<file path="config.mk">
export PLATFORM = sky130hd
export DESIGN_NAME = uart_rx_core
export DESIGN_NICKNAME = d
export VERILOG_FILES = /design/src/rtl/uart_rx_pkg.sv /design/src/rtl/uart_rx_sync.sv /design/src/rtl/uart_rx_frame.sv /design/src/rtl/uart_rx_buf.sv /design/src/rtl/uart_rx_core.sv
export SDC_FILE = /design/constraint.sdc
export NUM_CORES = 1
export LEC_CHECK = 0
export ABC_CLOCK_PERIOD_IN_PS = 3200
export BUFFER_PORTS_ARGS = -buffer_cell sky130_fd_sc_hd__buf_2
export CORE_MARGIN = 2
export CORE_UTILIZATION = 61
export DETAILED_ROUTE_END_ITERATION = 6
export PLACE_DENSITY = 0.83
export SYNTH_ARGS = -nofsm -noshare
export SYNTH_HDL_FRONTEND = slang
export SYNTH_SLANG_ARGS = --single-unit
</file>
<file path="constraint.sdc">
create_clock -name clk -period 3.2 [get_ports clk]
set_input_delay 0.16 -clock clk [delete_from_list [all_inputs] [get_ports clk]]
set_output_delay 0.16 -clock clk [all_outputs]
set_load 0.02 [all_outputs]
</file>
<file path="src/rtl/uart_rx_pkg.sv">
package uart_rx_pkg;

    localparam int CHAR_W = 8;
    localparam int IDX_W  = $clog2(CHAR_W);

    typedef enum logic [2:0] {
        ST_IDLE   = 3'd0,
        ST_START  = 3'd1,
        ST_DATA   = 3'd2,
        ST_PARITY = 3'd3,
        ST_STOP   = 3'd4,
        ST_MARK   = 3'd5
    } rx_state_e;

    typedef struct packed {
        logic [CHAR_W-1:0] data;
        logic              perr;
        logic              ferr;
        logic              brk;
    } rx_char_t;

endpackage

</file>
<file path="src/rtl/uart_rx_sync.sv">
module uart_rx_sync #(
    parameter int STAGES = 2
) (
    input  logic clk,
    input  logic rst_n,
    input  logic ser_i,
    output logic line_o
);

    logic [STAGES-1:0] sh_d, sh_q;

    always_comb begin
        sh_d = {sh_q[STAGES-2:0], ser_i};
    end

    always_ff @(posedge clk or negedge rst_n) begin
        if (!rst_n) sh_q <= '1;
        else        sh_q <= sh_d;
    end

    assign line_o = sh_q[STAGES-1];

endmodule

</file>
<file path="src/rtl/uart_rx_frame.sv">
module uart_rx_frame
    import uart_rx_pkg::*;
#(
    parameter int OSR = 16
) (
    input  logic       clk,
    input  logic       rst_n,
    input  logic       tick_i,
    input  logic       freeze_i,
    input  logic       line_i,
    input  logic [1:0] word_len_i,
    input  logic       par_en_i,
    input  logic       par_even_i,
    input  logic       par_stick_i,
    output logic       done_o,
    output rx_char_t   char_o
);

    localparam int CNT_W = $clog2(OSR);
    localparam logic [CNT_W-1:0] MID_CNT = CNT_W'(OSR / 2 - 1);
    localparam logic [CNT_W-1:0] END_CNT = CNT_W'(OSR - 1);

    typedef struct packed {
        rx_state_e         st;
        logic [CNT_W-1:0]  cnt;
        logic [IDX_W-1:0]  idx;
        logic [CHAR_W-1:0] shreg;
        logic              all_low;
        logic              par_bad;
    } frame_t;

    frame_t r_d, r_q;

    logic [IDX_W-1:0] last_idx;
    logic             at_mid, at_end, exp_par;
    logic [CNT_W-1:0] cnt_inc;

    assign last_idx = IDX_W'(4) + IDX_W'(word_len_i);
    assign at_mid   = (r_q.cnt == MID_CNT);
    assign at_end   = (r_q.cnt == END_CNT);
    assign cnt_inc  = r_q.cnt + 1'b1;
    assign exp_par  = par_stick_i ? ~par_even_i
                                  : (par_even_i ? ^r_q.shreg : ~^r_q.shreg);

    always_comb begin
        r_d         = r_q;
        done_o      = 1'b0;
        char_o.data = r_q.shreg;
        char_o.perr = r_q.par_bad;
        char_o.ferr = 1'b0;
        char_o.brk  = 1'b0;
        if (freeze_i) begin
            r_d.st = ST_IDLE;
        end else if (tick_i) begin
            unique case (r_q.st)
                ST_IDLE: begin
                    if (!line_i) begin
                        r_d.st  = ST_START;
                        r_d.cnt = '0;
                    end
                end
                ST_START: begin
                    if (at_mid) begin
                        if (line_i) begin
                            r_d.st = ST_IDLE;
                        end else begin
                            r_d.st      = ST_DATA;
                            r_d.cnt     = '0;
                            r_d.idx     = '0;
                            r_d.shreg   = '0;
                            r_d.all_low = 1'b1;
                            r_d.par_bad = 1'b0;
                        end
                    end else begin
                        r_d.cnt = cnt_inc;
                    end
                end
                ST_DATA: begin
                    r_d.cnt = cnt_inc;
                    if (at_end) begin
                        r_d.shreg[r_q.idx] = line_i;
                        r_d.all_low        = r_q.all_low & ~line_i;
                        if (r_q.idx == last_idx) begin
                            r_d.st = par_en_i ? ST_PARITY : ST_STOP;
                        end else begin
                            r_d.idx = r_q.idx + 1'b1;
                        end
                    end
                end
                ST_PARITY: begin
                    r_d.cnt = cnt_inc;
                    if (at_end) begin
                        r_d.par_bad = line_i ^ exp_par;
                        r_d.all_low = r_q.all_low & ~line_i;
                        r_d.st      = ST_STOP;
                    end
                end
                ST_STOP: begin
                    r_d.cnt = cnt_inc;
                    if (at_end) begin
                        done_o      = 1'b1;
                        char_o.ferr = ~line_i;
                        char_o.brk  = r_q.all_low & ~line_i;
                        r_d.st      = (r_q.all_low & ~line_i) ? ST_MARK : ST_IDLE;
                    end
                end
                ST_MARK: begin
                    if (line_i) r_d.st = ST_IDLE;
                end
                default: r_d.st = ST_IDLE;
            endcase
        end
    end

    always_ff @(posedge clk or negedge rst_n) begin
        if (!rst_n) begin
            r_q.st      <= ST_IDLE;
            r_q.cnt     <= '0;
            r_q.idx     <= '0;
            r_q.shreg   <= '0;
            r_q.all_low <= 1'b0;
            r_q.par_bad <= 1'b0;
        end else begin
            r_q <= r_d;
        end
    end

endmodule

</file>
<file path="src/rtl/uart_rx_buf.sv">
module uart_rx_buf
    import uart_rx_pkg::*;
(
    input  logic              clk,
    input  logic              rst_n,
    input  logic              done_i,
    input  rx_char_t          char_i,
    input  logic              rd_data_i,
    input  logic              rd_status_i,
    output logic [CHAR_W-1:0] data_o,
    output logic              dr_o,
    output logic              oe_o,
    output logic              pe_o,
    output logic              fe_o,
    output logic              bi_o
);

    typedef struct packed {
        logic [CHAR_W-1:0] data;
        logic              dr;
        logic              oe;
        logic              pe;
        logic              fe;
        logic              bi;
    } buf_t;

    buf_t b_d, b_q;
    logic keep;

    assign keep = ~rd_status_i;

    always_comb begin
        b_d    = b_q;
        b_d.oe = (b_q.oe & keep) | (done_i & b_q.dr & ~rd_data_i);
        b_d.pe = (b_q.pe & keep) | (done_i & char_i.perr);
        b_d.fe = (b_q.fe & keep) | (done_i & char_i.ferr);
        b_d.bi = (b_q.bi & keep) | (done_i & char_i.brk);
        if (done_i) begin
            b_d.data = char_i.data;
            b_d.dr   = 1'b1;
        end else if (rd_data_i) begin
            b_d.dr = 1'b0;
        end
    end

    always_ff @(posedge clk or negedge rst_n) begin
        if (!rst_n) b_q <= '0;
        else        b_q <= b_d;
    end

    assign data_o = b_q.data;
    assign dr_o   = b_q.dr;
    assign oe_o   = b_q.oe;
    assign pe_o   = b_q.pe;
    assign fe_o   = b_q.fe;
    assign bi_o   = b_q.bi;

endmodule

</file>
<file path="src/rtl/uart_rx_core.sv">
module uart_rx_core
    import uart_rx_pkg::*;
#(
    parameter int OSR         = 16,
    parameter int SYNC_STAGES = 2
) (
    input  logic       clk,
    input  logic       rst_n,
    input  logic       sample_en,
    input  logic       freeze,
    input  logic       ser_in,
    input  logic [1:0] word_len,
    input  logic       par_en,
    input  logic       par_even,
    input  logic       par_stick,
    input  logic       rd_data,
    input  logic       rd_status,
    output logic [7:0] rx_data,
    output logic       data_ready,
    output logic       overrun_err,
    output logic       parity_err,
    output logic       framing_err,
    output logic       break_det
);

    logic     line;
    logic     char_done;
    rx_char_t char_word;

    uart_rx_sync #(.STAGES(SYNC_STAGES)) u_sync (
        .clk    (clk),
        .rst_n  (rst_n),
        .ser_i  (ser_in),
        .line_o (line)
    );

    uart_rx_frame #(.OSR(OSR)) u_frame (
        .clk         (clk),
        .rst_n       (rst_n),
        .tick_i      (sample_en),
        .freeze_i    (freeze),
        .line_i      (line),
        .word_len_i  (word_len),
        .par_en_i    (par_en),
        .par_even_i  (par_even),
        .par_stick_i (par_stick),
        .done_o      (char_done),
        .char_o      (char_word)
    );

    uart_rx_buf u_buf (
        .clk         (clk),
        .rst_n       (rst_n),
        .done_i      (char_done),
        .char_i      (char_word),
        .rd_data_i   (rd_data),
        .rd_status_i (rd_status),
        .data_o      (rx_data),
        .dr_o        (data_ready),
        .oe_o        (overrun_err),
        .pe_o        (parity_err),
        .fe_o        (framing_err),
        .bi_o        (break_det)
    );

endmodule

</file>
==> impl_results.md <==
- Via count: 1542
- Initial Util: 0.643
- Cell area after layout: 2160 µm²
- # diodes: 0
- EDFF count, synth: 0
- Hold Vio Cnt, Final: 0
- CTS sink cnt: 35
- First-pass DRT Iterations: 4
- Die area: ~3700 µm²
- Total grt overflow: 0
- ANT nets after route: 0
- Worst min-delay path class: input port to register
- Leak: 1.03 nW
- Setup violations, final: 0
- H-tree level count: 2
- Via density: 5.89
- Sw frac: 0.257
- WL/cell: about 15 µm
- Status: complete, no violations
- Worst setup EP type: register
- Seq/Total Area, Yosys: 0.448
- Post-synthesis cell type count: between 40 and 50
- Post-CTS setup buffer count: 0
- Max-Cap Viols: 0
- Min Clock Period, post-route: 2170 ps
- Max-slew headroom: 0.500
- Max IR drop VDD: ~0.2 mV
- Post-synth top area share: 0.421
- Die height: 60.7 µm
- CP Max Fanout: 14
- YS warnings: 0
- Worst Setup Path Type: register to register
- Synth-to-layout area growth: 10.3%
- Top FF cell, synth: dfrtp_1
- Synth area leaders: dfrtp_1 42%, o41ai_2 4.1%, xnor2_1 4.0%
- Port Buffers: 24
- Die X-Extent: ~61 µm
- Vias in the first global route: 1405
- Mean Syn Cell Area: 10.1 µm²
- Nets@finish: 232
- CTS Buffer Depth: 2
- Dpl hpwl: 2.88 mm
- P_sw: 0.201 mW
- Sum of negative setup slack: 0 ps
- Worst EP arrival: 2400 ps
- Site row count: 20
- CTS buffer count: 5
- Leading area contributor after synthesis: dfrtp_1
- Number of top-level pins: 25
- Gr usage total: 0.240
- Worst skew pair latency: 350 ps
- Clk slew on worst S/H paths: 100 ps
- Synthesized instance count: 195
- Post-route DRC violation count: 0
- Logic pwr share: 0.081
- Post-Syn Area: 1960 µm²
- Final worst clock skew: 10.5 ps
- Initial antenna violation count: 0
- Gpl congestion: a little over 0.9
- DR iter-0 viols: 79
- Clock root buffer: clkbuf_4
- Max-slew violations: 0
- Fmax: 461 MHz
- Share of cells above drive strength 1: 0.220
- Final period util: 0.677
- First-pass GRT wire length: 6.42 mm
- Internal: 0.581 mW
- Synthesized net count: 209
- Post-synth ARST share: 1.00
- Area of the core: 3050 µm²
- Worst-Margin Slew: approximately 750 ps
- CP Data Required Time: 3430 ps
- Largest net degree at the start of global routing: 36
- CTS tree: done
- Post-Route WL: between 3 and 4 mm
- RSZ-0062 raised after global routing: no
- Type of origin of the critical path: register
- Post-DP Area: approximately 2100 µm²
- Clock share of power: 0.314
- Reg power frac: 0.605
- PD cells: 361 nW/µm²
- Flop and latch count out of synthesis: 35
==> metal layers <==
metal / up-vias / wire length (µm) / global-route usage
met5: - / 0 / 0
met2: 49 / 1790 / 0.370
met1: 735 / 1830 / 0.327
met4: 0 / 52 / 0.0932
met3: 6 / 256 / 0.0597
li1: 752 / - / -
==> sequential cells by signal, indices dropped and copies added, names as in the netlist <==
register,flops
u_sync.sh_q,2
u_buf.dr_o,1
u_frame.r_q,11
u_buf.bi_o,1
u_frame.char_o,9
u_buf.oe_o,1
u_buf.data_o,8
u_buf.fe_o,1
u_buf.pe_o,1
==> layout by cell type (no fill, tap or decap), types with 6 or more instances in the layout <==
cell and n:
nand2b_1 7, buf_2 24, nand3_1 7, o31ai_1 6, xnor2_1 9, o21ai_0 14
inv_1 12, dfrtp_1 33, nor2_1 7, a31oi_1 7, a21oi_1 6, nand2_1 12
o21ai_1 6
==> power groups by stage <==
stage	clock [mW]	sequential, mW	combinational [mW]
final	0.245	0.473	0.0634
after detailed placement	0	0.481	0.0616
after floorplan	0	0.472	0.0421
after global routing	0.267	0.475	0.0724
after CTS	0.252	0.473	0.0641
after global placement	0	0.480	0.0590
==> kinds of logic (layout without fill, tap and decap cells) <==
| group | Yosys count | in the layout | share of synthesized area |
|---|---|---|---|
| compound gates | 57 | 57 | 0.205 |
| simple gates | 56 | 56 | 0.165 |
| flops | 35 | 35 | 0.448 |
| buf+inv | 23 | 46 | 0.0497 |
| xor+xnor | 11 | 11 | 0.0491 |
| mux | 11 | 11 | 0.0714 |
| fa+ha+maj | 2 | 2 | 0.0128 |
==> area by class of cell <==
type / instances / area, µm²
Clock inverter: 1 / 5.00
Clock buffer: 6 / 51.3
Sequential cell: 35 / 878
Multi-Input combinational cell: 137 / 986
Inverter: 13 / 48.8
Tap cell: 44 / 55.1
Timing Repair Buffer: 26 / 140
Fill cell: 254 / 888
==> metrics by stage <==
step	cells	setup slack [ps]	total power, mW	util	hold slack [ps]
6_report	262	1030	0.781	0.709	50.1
5_1_grt	262	950	0.815	0.709	46.2
4_1_cts	262	1040	0.789	0.709	32.5
3_5_place_dp	253	1040	0.543	0.684	267
3_3_place_gp	253	1120	0.539	0.684	258
2_1_floorplan	195	1360	0.514	-	-136
==> worst max-delay path, cell delays in order (launching register included) <==
cell	delay [ps]
dfrtp_1	610
or3b_4	460
or3_1	580
mux2_1	410
==> cells in the mapped netlist, drive strengths merged (2+ instances only) <==
cell,number
a21oi,6
a31oi,7
and2,5
buf,4
clkbuf,6
dfrtp,33
dfstp,2
ha,2
inv,13
mux2,9
mux2i,2
nand2,12
nand2b,7
nand3,7
nor2,7
nor2b,3
nor3,2
nor4b,2
o21ai,21
o22ai,5
o311ai,2
o31ai,6
o41ai,5
or3,3
or4,2
xnor2,9
xor2,2
==> repair_timing <==
action | 4_1_cts | 5_1_grt
hold endpoints to repair | 34 | 0
hold buffers | 2 | 0
gates resized for setup | 0 | 0
==> path summary, 6_finish.rpt <==
check,startpoint,end,slack [ps],depth (start not counted)
min in group asynchronous,rst_n,u_frame.char_o[7],410,2
min reg2reg,u_sync.sh_q[0],u_sync.sh_q[1],360,0
max reg2reg,u_frame.r_q[19],u_buf.data_o[1],1030,3
min,rd_status,u_buf.bi_o,50,2
max,u_frame.r_q[19],u_buf.data_o[1],1030,3
max in group asynchronous,rst_n,u_frame.r_q[19],2310,2
(Power assumes the default switching activity.)
